### config.mk
export PLATFORM = sky130hd
export DESIGN_NAME = gj_row_engine
export DESIGN_NICKNAME = d
export VERILOG_FILES = /design/src/rtl/gj_pkg.sv /design/src/rtl/gj_pos_decode.sv /design/src/rtl/gj_row_mem.sv /design/src/rtl/gj_div.sv /design/src/rtl/gj_vec_alu.sv /design/src/rtl/gj_row_engine.sv
export SDC_FILE = /design/constraint.sdc
export NUM_CORES = 2
export LEC_CHECK = 0
export ABC_AREA = 1
export BUFFER_PORTS_ARGS = -buffer_cell sky130_fd_sc_hd__buf_2
export CORE_MARGIN = 5
export CORE_UTILIZATION = 45
export CTS_CLUSTER_DIAMETER = 80
export CTS_CLUSTER_SIZE = 8
export DETAILED_ROUTE_END_ITERATION = 10
export HOLD_SLACK_MARGIN = 0.02
export PLACE_DENSITY = 0.59
export REMOVE_ABC_BUFFERS = 1
export SLEW_MARGIN = 20
export SYNTH_ARGS = -nofsm -noshare
export SYNTH_HDL_FRONTEND = slang
export SYNTH_SLANG_ARGS = --single-unit
### constraint.sdc
create_clock -name clk -period 14.2 [get_ports clk]
set_clock_uncertainty 0.15 [all_clocks]
set_input_delay 2.84 -clock clk [delete_from_list [all_inputs] [get_ports clk]]
set_output_delay 2.84 -clock clk [all_outputs]
set_load 0.05 [all_outputs]
### src/rtl/gj_pkg.sv
// Shared types for the Gauss-Jordan row engine.
package gj_pkg;

    // Solution phase as broadcast by the central sequencer.
    typedef enum logic [1:0] {
        PH_IDLE = 2'd0,
        PH_LOAD = 2'd1,
        PH_ELIM = 2'd2,
        PH_RET  = 2'd3
    } phase_e;

    // Engine controller states.
    typedef enum logic [3:0] {
        ST_IDLE,
        ST_FAC_RD,
        ST_FAC_CAP,
        ST_RUN,
        ST_DEN_RD,
        ST_DEN_CAP,
        ST_NRM_RD,
        ST_NRM_GO,
        ST_NRM_WAIT,
        ST_RET_RD,
        ST_RET_OUT,
        ST_DONE
    } state_e;

endpackage

### src/rtl/gj_pos_decode.sv
// Position decoder: flags whether the broadcast reference row is this
// engine's own row. Assumes ROW_ID fits in IDW bits.
module gj_pos_decode #(
    parameter int IDW    = 4,
    parameter int ROW_ID = 1
) (
    input  logic [IDW-1:0] ref_row_i,
    output logic           equal_o
);

    localparam logic [IDW-1:0] MY_ID = IDW'(ROW_ID);

    // Compare the broadcast reference against the fixed row number.
    assign equal_o = (ref_row_i == MY_ID);

endmodule

### src/rtl/gj_row_mem.sv
// Row store with one read-only port (upper control) and one read-write
// port (lower control). Both ports have a one-cycle registered read.
// The array itself is not reset; rows are loaded before use.
module gj_row_mem #(
    parameter int DW    = 24,
    parameter int DEPTH = 9,
    parameter int AW    = 4
) (
    input  logic          clk,
    input  logic          ra_en_i,
    input  logic [AW-1:0] ra_addr_i,
    output logic [DW-1:0] ra_q_o,
    input  logic          wb_en_i,
    input  logic          wb_we_i,
    input  logic [AW-1:0] wb_addr_i,
    input  logic [DW-1:0] wb_d_i,
    output logic [DW-1:0] wb_q_o
);

    logic [DW-1:0] mem [DEPTH];

    // Read-only port: registered read.
    always_ff @(posedge clk) begin
        if (ra_en_i) begin
            ra_q_o <= mem[ra_addr_i];
        end
    end

    // Read-write port: write, or registered read when not writing.
    always_ff @(posedge clk) begin
        if (wb_en_i) begin
            if (wb_we_i) begin
                mem[wb_addr_i] <= wb_d_i;
            end else begin
                wb_q_o <= mem[wb_addr_i];
            end
        end
    end

endmodule

### src/rtl/gj_div.sv
// Multi-cycle restoring divider for signed fixed point.
// Result = trunc(num * 2^FRAC / den), saturated to the signed DW range.
// Takes DW+FRAC cycles after go_i; done_o pulses when quo_o is final.
// Assumes den_i is nonzero (the caller screens out zero).
module gj_div #(
    parameter int DW   = 24,
    parameter int FRAC = 16
) (
    input  logic          clk,
    input  logic          rst_n,
    input  logic          go_i,
    input  logic [DW-1:0] num_i,
    input  logic [DW-1:0] den_i,
    output logic          done_o,
    output logic [DW-1:0] quo_o
);

    localparam int ITER = DW + FRAC;
    localparam int CW   = $clog2(ITER + 1);
    localparam logic [DW-1:0] ONE  = DW'(1);
    localparam logic [DW-1:0] MAXV = {1'b0, {(DW-1){1'b1}}};
    localparam logic [DW-1:0] MINV = {1'b1, {(DW-1){1'b0}}};

    logic            busy_q, done_q, neg_q;
    logic [CW-1:0]   cnt_q;
    logic [ITER-1:0] dvd_q, q_q;
    logic [DW-1:0]   dmag_q, rem_q;
    logic [DW-1:0]   num_mag, den_mag;
    logic [DW:0]     trial, diffv;
    logic            fits, ovf_pos, ovf_neg;

    // Operand magnitudes.
    assign num_mag = num_i[DW-1] ? (~num_i + ONE) : num_i;
    assign den_mag = den_i[DW-1] ? (~den_i + ONE) : den_i;

    // One restoring step: shift in the next dividend bit and try to subtract.
    assign trial = {rem_q, dvd_q[ITER-1]};
    assign diffv = trial - {1'b0, dmag_q};
    assign fits  = ~diffv[DW];

    // Iteration state.
    always_ff @(posedge clk) begin
        if (!rst_n) begin
            busy_q <= 1'b0;
            done_q <= 1'b0;
            neg_q  <= 1'b0;
            cnt_q  <= '0;
            dvd_q  <= '0;
            q_q    <= '0;
            dmag_q <= '0;
            rem_q  <= '0;
        end else begin
            done_q <= 1'b0;
            if (go_i) begin
                busy_q <= 1'b1;
                neg_q  <= num_i[DW-1] ^ den_i[DW-1];
                cnt_q  <= CW'(ITER);
                dvd_q  <= {num_mag, {FRAC{1'b0}}};
                q_q    <= '0;
                dmag_q <= den_mag;
                rem_q  <= '0;
            end else if (busy_q) begin
                dvd_q <= dvd_q << 1;
                rem_q <= fits ? diffv[DW-1:0] : trial[DW-1:0];
                q_q   <= {q_q[ITER-2:0], fits};
                cnt_q <= cnt_q - CW'(1);
                if (cnt_q == CW'(1)) begin
                    busy_q <= 1'b0;
                    done_q <= 1'b1;
                end
            end
        end
    end

    // Sign restore and saturation of the quotient magnitude.
    assign ovf_pos = |q_q[ITER-1:DW-1];
    assign ovf_neg = (|q_q[ITER-1:DW]) | (q_q[DW-1] & (|q_q[DW-2:0]));

    always_comb begin
        if (neg_q) begin
            quo_o = ovf_neg ? MINV : (~q_q[DW-1:0] + ONE);
        end else begin
            quo_o = ovf_pos ? MAXV : q_q[DW-1:0];
        end
    end

    assign done_o = done_q;

endmodule

### src/rtl/gj_vec_alu.sv
// Elimination datapath: res = sat(row - floor(fac * b / 2^FRAC)).
// Purely combinational; the caller registers around it.
module gj_vec_alu #(
    parameter int DW   = 24,
    parameter int FRAC = 16
) (
    input  logic signed [DW-1:0] row_i,
    input  logic signed [DW-1:0] fac_i,
    input  logic signed [DW-1:0] b_i,
    output logic        [DW-1:0] res_o
);

    localparam logic [DW-1:0] MAXV = {1'b0, {(DW-1){1'b1}}};
    localparam logic [DW-1:0] MINV = {1'b1, {(DW-1){1'b0}}};

    logic signed [2*DW-1:0] prod, scaled;
    logic signed [2*DW:0]   diff;
    logic                   in_range;

    // Scaled product and wide difference.
    assign prod   = fac_i * b_i;
    assign scaled = prod >>> FRAC;
    assign diff   = (2*DW+1)'(row_i) - (2*DW+1)'(scaled);

    // Clamp when the bits above the result's sign bit disagree.
    assign in_range = (&diff[2*DW:DW-1]) | ~(|diff[2*DW:DW-1]);
    assign res_o    = in_range ? diff[DW-1:0] : (diff[2*DW] ? MINV : MAXV);

endmodule

### src/rtl/gj_row_engine.sv
// One row engine of a parallel Gauss-Jordan solver.
// Holds row ROW_ID (1-based) of an N_ROWS x (N_ROWS+1) augmented matrix in
// Q(DW-FRAC).FRAC fixed point. It decodes phase and reference row into load,
// normalize, eliminate or return, and runs the vector operation.
// Assumes phase_i and ref_row_i stay stable from start_i until done_o.
module gj_row_engine
    import gj_pkg::*;
#(
    parameter  int N_ROWS = 8,
    parameter  int ROW_ID = 1,
    parameter  int DW     = 24,
    parameter  int FRAC   = 16,
    localparam int COLS   = N_ROWS + 1,
    localparam int AW     = $clog2(COLS),
    localparam int IDW    = AW
) (
    input  logic           clk,
    input  logic           rst_n,
    input  logic [1:0]     phase_i,
    input  logic [IDW-1:0] ref_row_i,
    input  logic           start_i,
    input  logic           ld_valid_i,
    input  logic [AW-1:0]  ld_col_i,
    input  logic [DW-1:0]  ld_data_i,
    input  logic           bc_valid_i,
    input  logic [AW-1:0]  bc_col_i,
    input  logic [DW-1:0]  bc_data_i,
    output logic           done_o,
    output logic           nrm_valid_o,
    output logic [AW-1:0]  nrm_col_o,
    output logic [DW-1:0]  nrm_data_o,
    output logic           ret_valid_o,
    output logic [DW-1:0]  ret_data_o,
    output logic           div_err_o
);

    localparam logic [AW-1:0]  LAST_COL = AW'(COLS - 1);
    localparam logic [IDW-1:0] ONE_ID   = IDW'(1);

    phase_e         ph;
    state_e         st_q, st_d;
    logic           pos_equal;
    logic [AW-1:0]  ref_idx;
    logic [AW-1:0]  col_q, cnt_q;
    logic [DW-1:0]  fac_q, den_q;
    logic           err_q;
    logic           s1_v_q;
    logic [AW-1:0]  s1_col_q;
    logic [DW-1:0]  s1_b_q;
    logic           run_last;

    logic           ra_en, wb_en, wb_we;
    logic [AW-1:0]  ra_addr, wb_addr;
    logic [DW-1:0]  ra_q, wb_q, wb_d;
    logic           div_go, div_done;
    logic [DW-1:0]  div_quo, alu_res;

    assign ph      = phase_e'(phase_i);
    assign ref_idx = AW'(ref_row_i - ONE_ID);

    gj_pos_decode #(.IDW(IDW), .ROW_ID(ROW_ID)) u_pos (
        .ref_row_i (ref_row_i),
        .equal_o   (pos_equal)
    );

    gj_row_mem #(.DW(DW), .DEPTH(COLS), .AW(AW)) u_mem (
        .clk       (clk),
        .ra_en_i   (ra_en),
        .ra_addr_i (ra_addr),
        .ra_q_o    (ra_q),
        .wb_en_i   (wb_en),
        .wb_we_i   (wb_we),
        .wb_addr_i (wb_addr),
        .wb_d_i    (wb_d),
        .wb_q_o    (wb_q)
    );

    gj_div #(.DW(DW), .FRAC(FRAC)) u_div (
        .clk    (clk),
        .rst_n  (rst_n),
        .go_i   (div_go),
        .num_i  (ra_q),
        .den_i  (den_q),
        .done_o (div_done),
        .quo_o  (div_quo)
    );

    gj_vec_alu #(.DW(DW), .FRAC(FRAC)) u_alu (
        .row_i (ra_q),
        .fac_i (fac_q),
        .b_i   (s1_b_q),
        .res_o (alu_res)
    );

    // The last elimination write happens when the final stage-1 element retires.
    assign run_last = s1_v_q && (cnt_q == LAST_COL);

    // Memory port and divider control for each state (upper read / lower write).
    always_comb begin
        ra_en   = 1'b0;
        ra_addr = ref_idx;
        wb_en   = 1'b0;
        wb_we   = 1'b0;
        wb_addr = '0;
        wb_d    = '0;
        div_go  = 1'b0;
        unique case (st_q)
            ST_IDLE: begin
                if (ph == PH_LOAD && pos_equal && ld_valid_i) begin
                    wb_en   = 1'b1;
                    wb_we   = 1'b1;
                    wb_addr = ld_col_i;
                    wb_d    = ld_data_i;
                end
            end
            ST_FAC_RD, ST_DEN_RD: begin
                ra_en = 1'b1;
            end
            ST_NRM_RD: begin
                ra_en   = 1'b1;
                ra_addr = col_q;
            end
            ST_NRM_GO: begin
                div_go = 1'b1;
            end
            ST_NRM_WAIT: begin
                if (div_done) begin
                    wb_en   = 1'b1;
                    wb_we   = 1'b1;
                    wb_addr = col_q;
                    wb_d    = div_quo;
                end
            end
            ST_RUN: begin
                ra_en   = bc_valid_i;
                ra_addr = bc_col_i;
                if (s1_v_q) begin
                    wb_en   = 1'b1;
                    wb_we   = 1'b1;
                    wb_addr = s1_col_q;
                    wb_d    = alu_res;
                end
            end
            ST_RET_RD: begin
                wb_en   = 1'b1;
                wb_addr = LAST_COL;
            end
            default: ;
        endcase
    end

    // Instruction decode and sequencing.
    always_comb begin
        st_d = st_q;
        unique case (st_q)
            ST_IDLE: begin
                if (start_i) begin
                    unique case (ph)
                        PH_ELIM: st_d = pos_equal ? ST_DEN_RD : ST_FAC_RD;
                        PH_RET:  st_d = pos_equal ? ST_RET_RD : ST_DONE;
                        default: st_d = ST_DONE;
                    endcase
                end
            end
            ST_FAC_RD:   st_d = ST_FAC_CAP;
            ST_FAC_CAP:  st_d = ST_RUN;
            ST_RUN:      st_d = run_last ? ST_DONE : ST_RUN;
            ST_DEN_RD:   st_d = ST_DEN_CAP;
            ST_DEN_CAP:  st_d = (ra_q == '0) ? ST_DONE : ST_NRM_RD;
            ST_NRM_RD:   st_d = ST_NRM_GO;
            ST_NRM_GO:   st_d = ST_NRM_WAIT;
            ST_NRM_WAIT: begin
                if (div_done) begin
                    st_d = (col_q == LAST_COL) ? ST_DONE : ST_NRM_RD;
                end
            end
            ST_RET_RD:   st_d = ST_RET_OUT;
            ST_RET_OUT:  st_d = ST_DONE;
            ST_DONE:     st_d = ST_IDLE;
            default:     st_d = ST_IDLE;
        endcase
    end

    // State, scalar registers and the elimination pipeline stage.
    always_ff @(posedge clk) begin
        if (!rst_n) begin
            st_q     <= ST_IDLE;
            col_q    <= '0;
            cnt_q    <= '0;
            fac_q    <= '0;
            den_q    <= '0;
            err_q    <= 1'b0;
            s1_v_q   <= 1'b0;
            s1_col_q <= '0;
            s1_b_q   <= '0;
        end else begin
            st_q   <= st_d;
            s1_v_q <= (st_q == ST_RUN) && bc_valid_i && !run_last;
            if (bc_valid_i) begin
                s1_col_q <= bc_col_i;
                s1_b_q   <= bc_data_i;
            end
            if (st_q == ST_IDLE && start_i) begin
                err_q <= 1'b0;
            end
            if (st_q == ST_FAC_CAP) begin
                fac_q <= ra_q;
                cnt_q <= '0;
            end
            if (st_q == ST_RUN && s1_v_q) begin
                cnt_q <= cnt_q + AW'(1);
            end
            if (st_q == ST_DEN_CAP) begin
                den_q <= ra_q;
                col_q <= '0;
                if (ra_q == '0) begin
                    err_q <= 1'b1;
                end
            end
            if (st_q == ST_NRM_WAIT && div_done) begin
                col_q <= col_q + AW'(1);
            end
        end
    end

    // Outputs.
    assign done_o      = (st_q == ST_DONE);
    assign nrm_valid_o = (st_q == ST_NRM_WAIT) && div_done;
    assign nrm_col_o   = col_q;
    assign nrm_data_o  = div_quo;
    assign ret_valid_o = (st_q == ST_RET_OUT);
    assign ret_data_o  = wb_q;
    assign div_err_o   = err_q;

endmodule

==> out/qor.yml <==
run_status:
  status: "finished clean"
synthesis:
  synth_seq_cells: 475
  synth_warnings: 0
  ys_seq_area_frac: 0.2517
  ys_async_sr_fraction: 0
  syn_inst: 6186
  synth.distinct_cells: 66
  synth_edf_count: 264
  avgSynthCellArea_sq_um: 7.805
  synth_area_sq_um: 48280
  synth_flop_cell: "edfxtp_1"
cells_and_area:
  diodes: 0
  fin_area_sq_um: 52260
  nNetsFinal: 7036
  final-instance-count-excl-fill: 7602
  area_delta_synth_final_pct: 8.235
  fillers: 10450
  multi_input_comb_area_sq_um: 29820
  drive_above_1_share: 0.06033
  register_area_sq_um: 12160
sta:
  rsz0062_at_grt: "no"
  fin_crit_ns: 10.36
  max_freq_ghz: 0.09652
  setup_tns_ns: 0
  maxSlewViolCount: 0
  hold_violations: 0
  setup-violations-final: 0
  fin_crit_sh: 0.7296
  slew_headroom: 0.2298
  worst_pin_slew_ns: 1.154
die:
  die_w_um: 337.6
  io_pins: 123
  initial_core_util: 0.4523
  die_h_um: 337.6
  die-area_sq_um: 113900
  core-area_sq_um: 106800
  rows: 120
placement:
  dp_hpwl_mm: 104.5
  place.port_buffers: 122
  placed_cells: 7493
  gp_congestion: 0.9365
  dpl_cell_area_sq_um: 50080
global_routing:
  antenna_found_initial: 3
  grt_first_pass_wirelength_mm: 222.9
  track_usage: 0.2487
  grt_pass1_vias: 39480
  grt_max_degree: 121
  overflow: 0
critical_path:
  worst_ep_arrival_time_ns: 10.67
  path_common_cell: "nand2_1"
  crit_type: "flip-flop to flip-flop"
  end_kind: "flip-flop"
  cp_top_family: "adder cells"
  path_buf_inv: 6
  crit_required_ns: 14.50
  cp_slowest_stage_delay_ns: 1.05
  cp_max_fo: 25
  cp_slowest_cell: "dfxtp_1"
  start_kind: "flip-flop"
drt:
  vias: 39690
  dr.pass1.iters: 6
  postRouteAntennaNets: 0
  wirelength_mm: 140.4
  post_drt_via_cell_ratio: 5.222
  drc: 0
  dr.first_iter.drc_count: 3088
  wire_per_inst_um: 18.47
cts:
  hold_buffers: 0
  path_clk_slew_ns: 0.05
  cts-root-buf: "clkbuf_16"
  cts_buffers: 72
  clock_latency_ns: 0.66
  post-cts-setup-buffers: 0
  cts_resized: 0
  cts_tree: "yes"
  clk_path_buf_depth: 3
  clkSinkCount: 475
  cts_max_level: 3
worst_hold_path:
  hold_path_class: "flip-flop to flip-flop"
flow_run:
  drv_cap: 0
-- layer usage --
metal | part of all wire | GRT usage
met1 | 0.44 | 0.3473
met2 | 0.47 | 0.4151
met3 | 0.062 | 0.02883
met4 | 0.027 | 0.06472
met5 | 0.000050 | 0
-- path summary, 6_finish.rpt --
| kind | slack (ns) | to | startpoint | depth (start not counted) |
|---|---|---|---|---|
| max | 3.84 | u_mem.mem[1][20]$_DFFE_PP_ | s1_b_q[3]$_SDFFE_PN0P_ | 35 |
| min | 0.31 | div_err_o$_SDFF_PN0_ | div_err_o$_SDFF_PN0_ | 2 |
| max reg2reg | 3.84 | u_mem.mem[1][20]$_DFFE_PP_ | s1_b_q[3]$_SDFFE_PN0P_ | 35 |
| min reg2reg | 0.31 | div_err_o$_SDFF_PN0_ | div_err_o$_SDFF_PN0_ | 2 |
-- per-stage QoR --
| step | util | setup slack, ns | hold WS [ns] |
|---|---|---|---|
| 2_1_floorplan | - | 5.720 | 0.2847 |
| 3_3_place_gp | 0.4691 | 4.068 | 0.2991 |
| 3_5_place_dp | 0.4691 | 3.871 | 0.3056 |
| 4_1_cts | 0.4895 | 3.818 | 0.3139 |
| 5_1_grt | 0.4895 | 3.180 | 0.3335 |
| 6_report | 0.4895 | 3.839 | 0.3143 |
-- cells in the final DEF, fill, tap and decap left out, types with 30 or more instances in the layout --
cell	n
nand2_1	1491
o211ai_1	87
a21oi_1	333
xnor2_1	63
clkbuf_16	72
edfxtp_1	264
dfxtp_1	203
inv_1	1361
nand3_1	141
fa_1	608
ha_1	197
o21ai_0	403
nor2_1	355
nand4_1	37
o21ai_1	30
buf_4	76
xor2_1	71
buf_2	122
-- registers in the layout, indices dropped and copies added (netlist names), 6 cells and up --
name          cells
den_q            24
u_div.cnt_q       6
u_mem.mem       216
u_mem.ra_q_o     24
u_div.dmag_q     24
fac_q            24
s1_b_q           24
u_mem.wb_q_o     24
u_div.q_q        40
u_div.rem_q      24
u_div.dvd_q      24
-- final cells by class --
type | count | share of cell area
multi-input combinational | 4040 | 0.5706
inverter | 1377 | 0.09895
clock buffer | 96 | 0.03639
tap | 1403 | 0.03359
sequential | 475 | 0.2328
timing repair buffer | 198 | 0.02260
clock inverter | 13 | 0.005124
-- cell families after synthesis --
group / share of synthesized area
buffers and inverters: 0.1328
and+or+nand+nor: 0.1783
muxes: 0.0002073
adders and majority gates: 0.3031
DFF: 0.2517
AOI/OAI and AO/OA: 0.1096
xor gates and xnor gates: 0.02431
-- Yosys cell counts (all sizes together), types with 5 or more instances --
cell type / number / area (sq um)
a21o: 8 / 60.06
a21oi: 335 / 1692
a22oi: 6 / 45.04
a31oi: 10 / 62.56
and2: 6 / 37.54
and3: 5 / 31.28
buf: 67 / 386.6
clkbuf: 227 / 852.1
dfxtp: 211 / 4224
edfxtp: 264 / 7928
fa: 608 / 12170
ha: 197 / 2465
inv: 1374 / 5160
nand2: 1505 / 5689
nand3: 142 / 715.7
nand3b: 6 / 45.04
nand4: 37 / 231.5
nor2: 378 / 1454
nor3: 33 / 180.2
nor4: 15 / 93.84
o2111ai: 12 / 105.1
o211ai: 88 / 665.6
o21a: 9 / 67.56
o21ai: 435 / 2192
o21bai: 6 / 45.04
o221ai: 5 / 50.04
o22ai: 15 / 93.84
o31ai: 7 / 52.55
or2: 18 / 112.6
xnor2: 63 / 551.8
xor2: 71 / 621.9
-- tightest hold or removal path, delay by kind of cell, from the launching register on --
| kind | cells | cell delay (ns) |
|---|---|---|
| and+or+nand+nor | 1 | 0.06 |
| DFF | 1 | 0.31 |
| AOI/OAI and AO/OA | 1 | 0.05 |
Power is not shown: default switching activity piles up to over one toggle a cycle in this logic, so the estimate is an artifact.
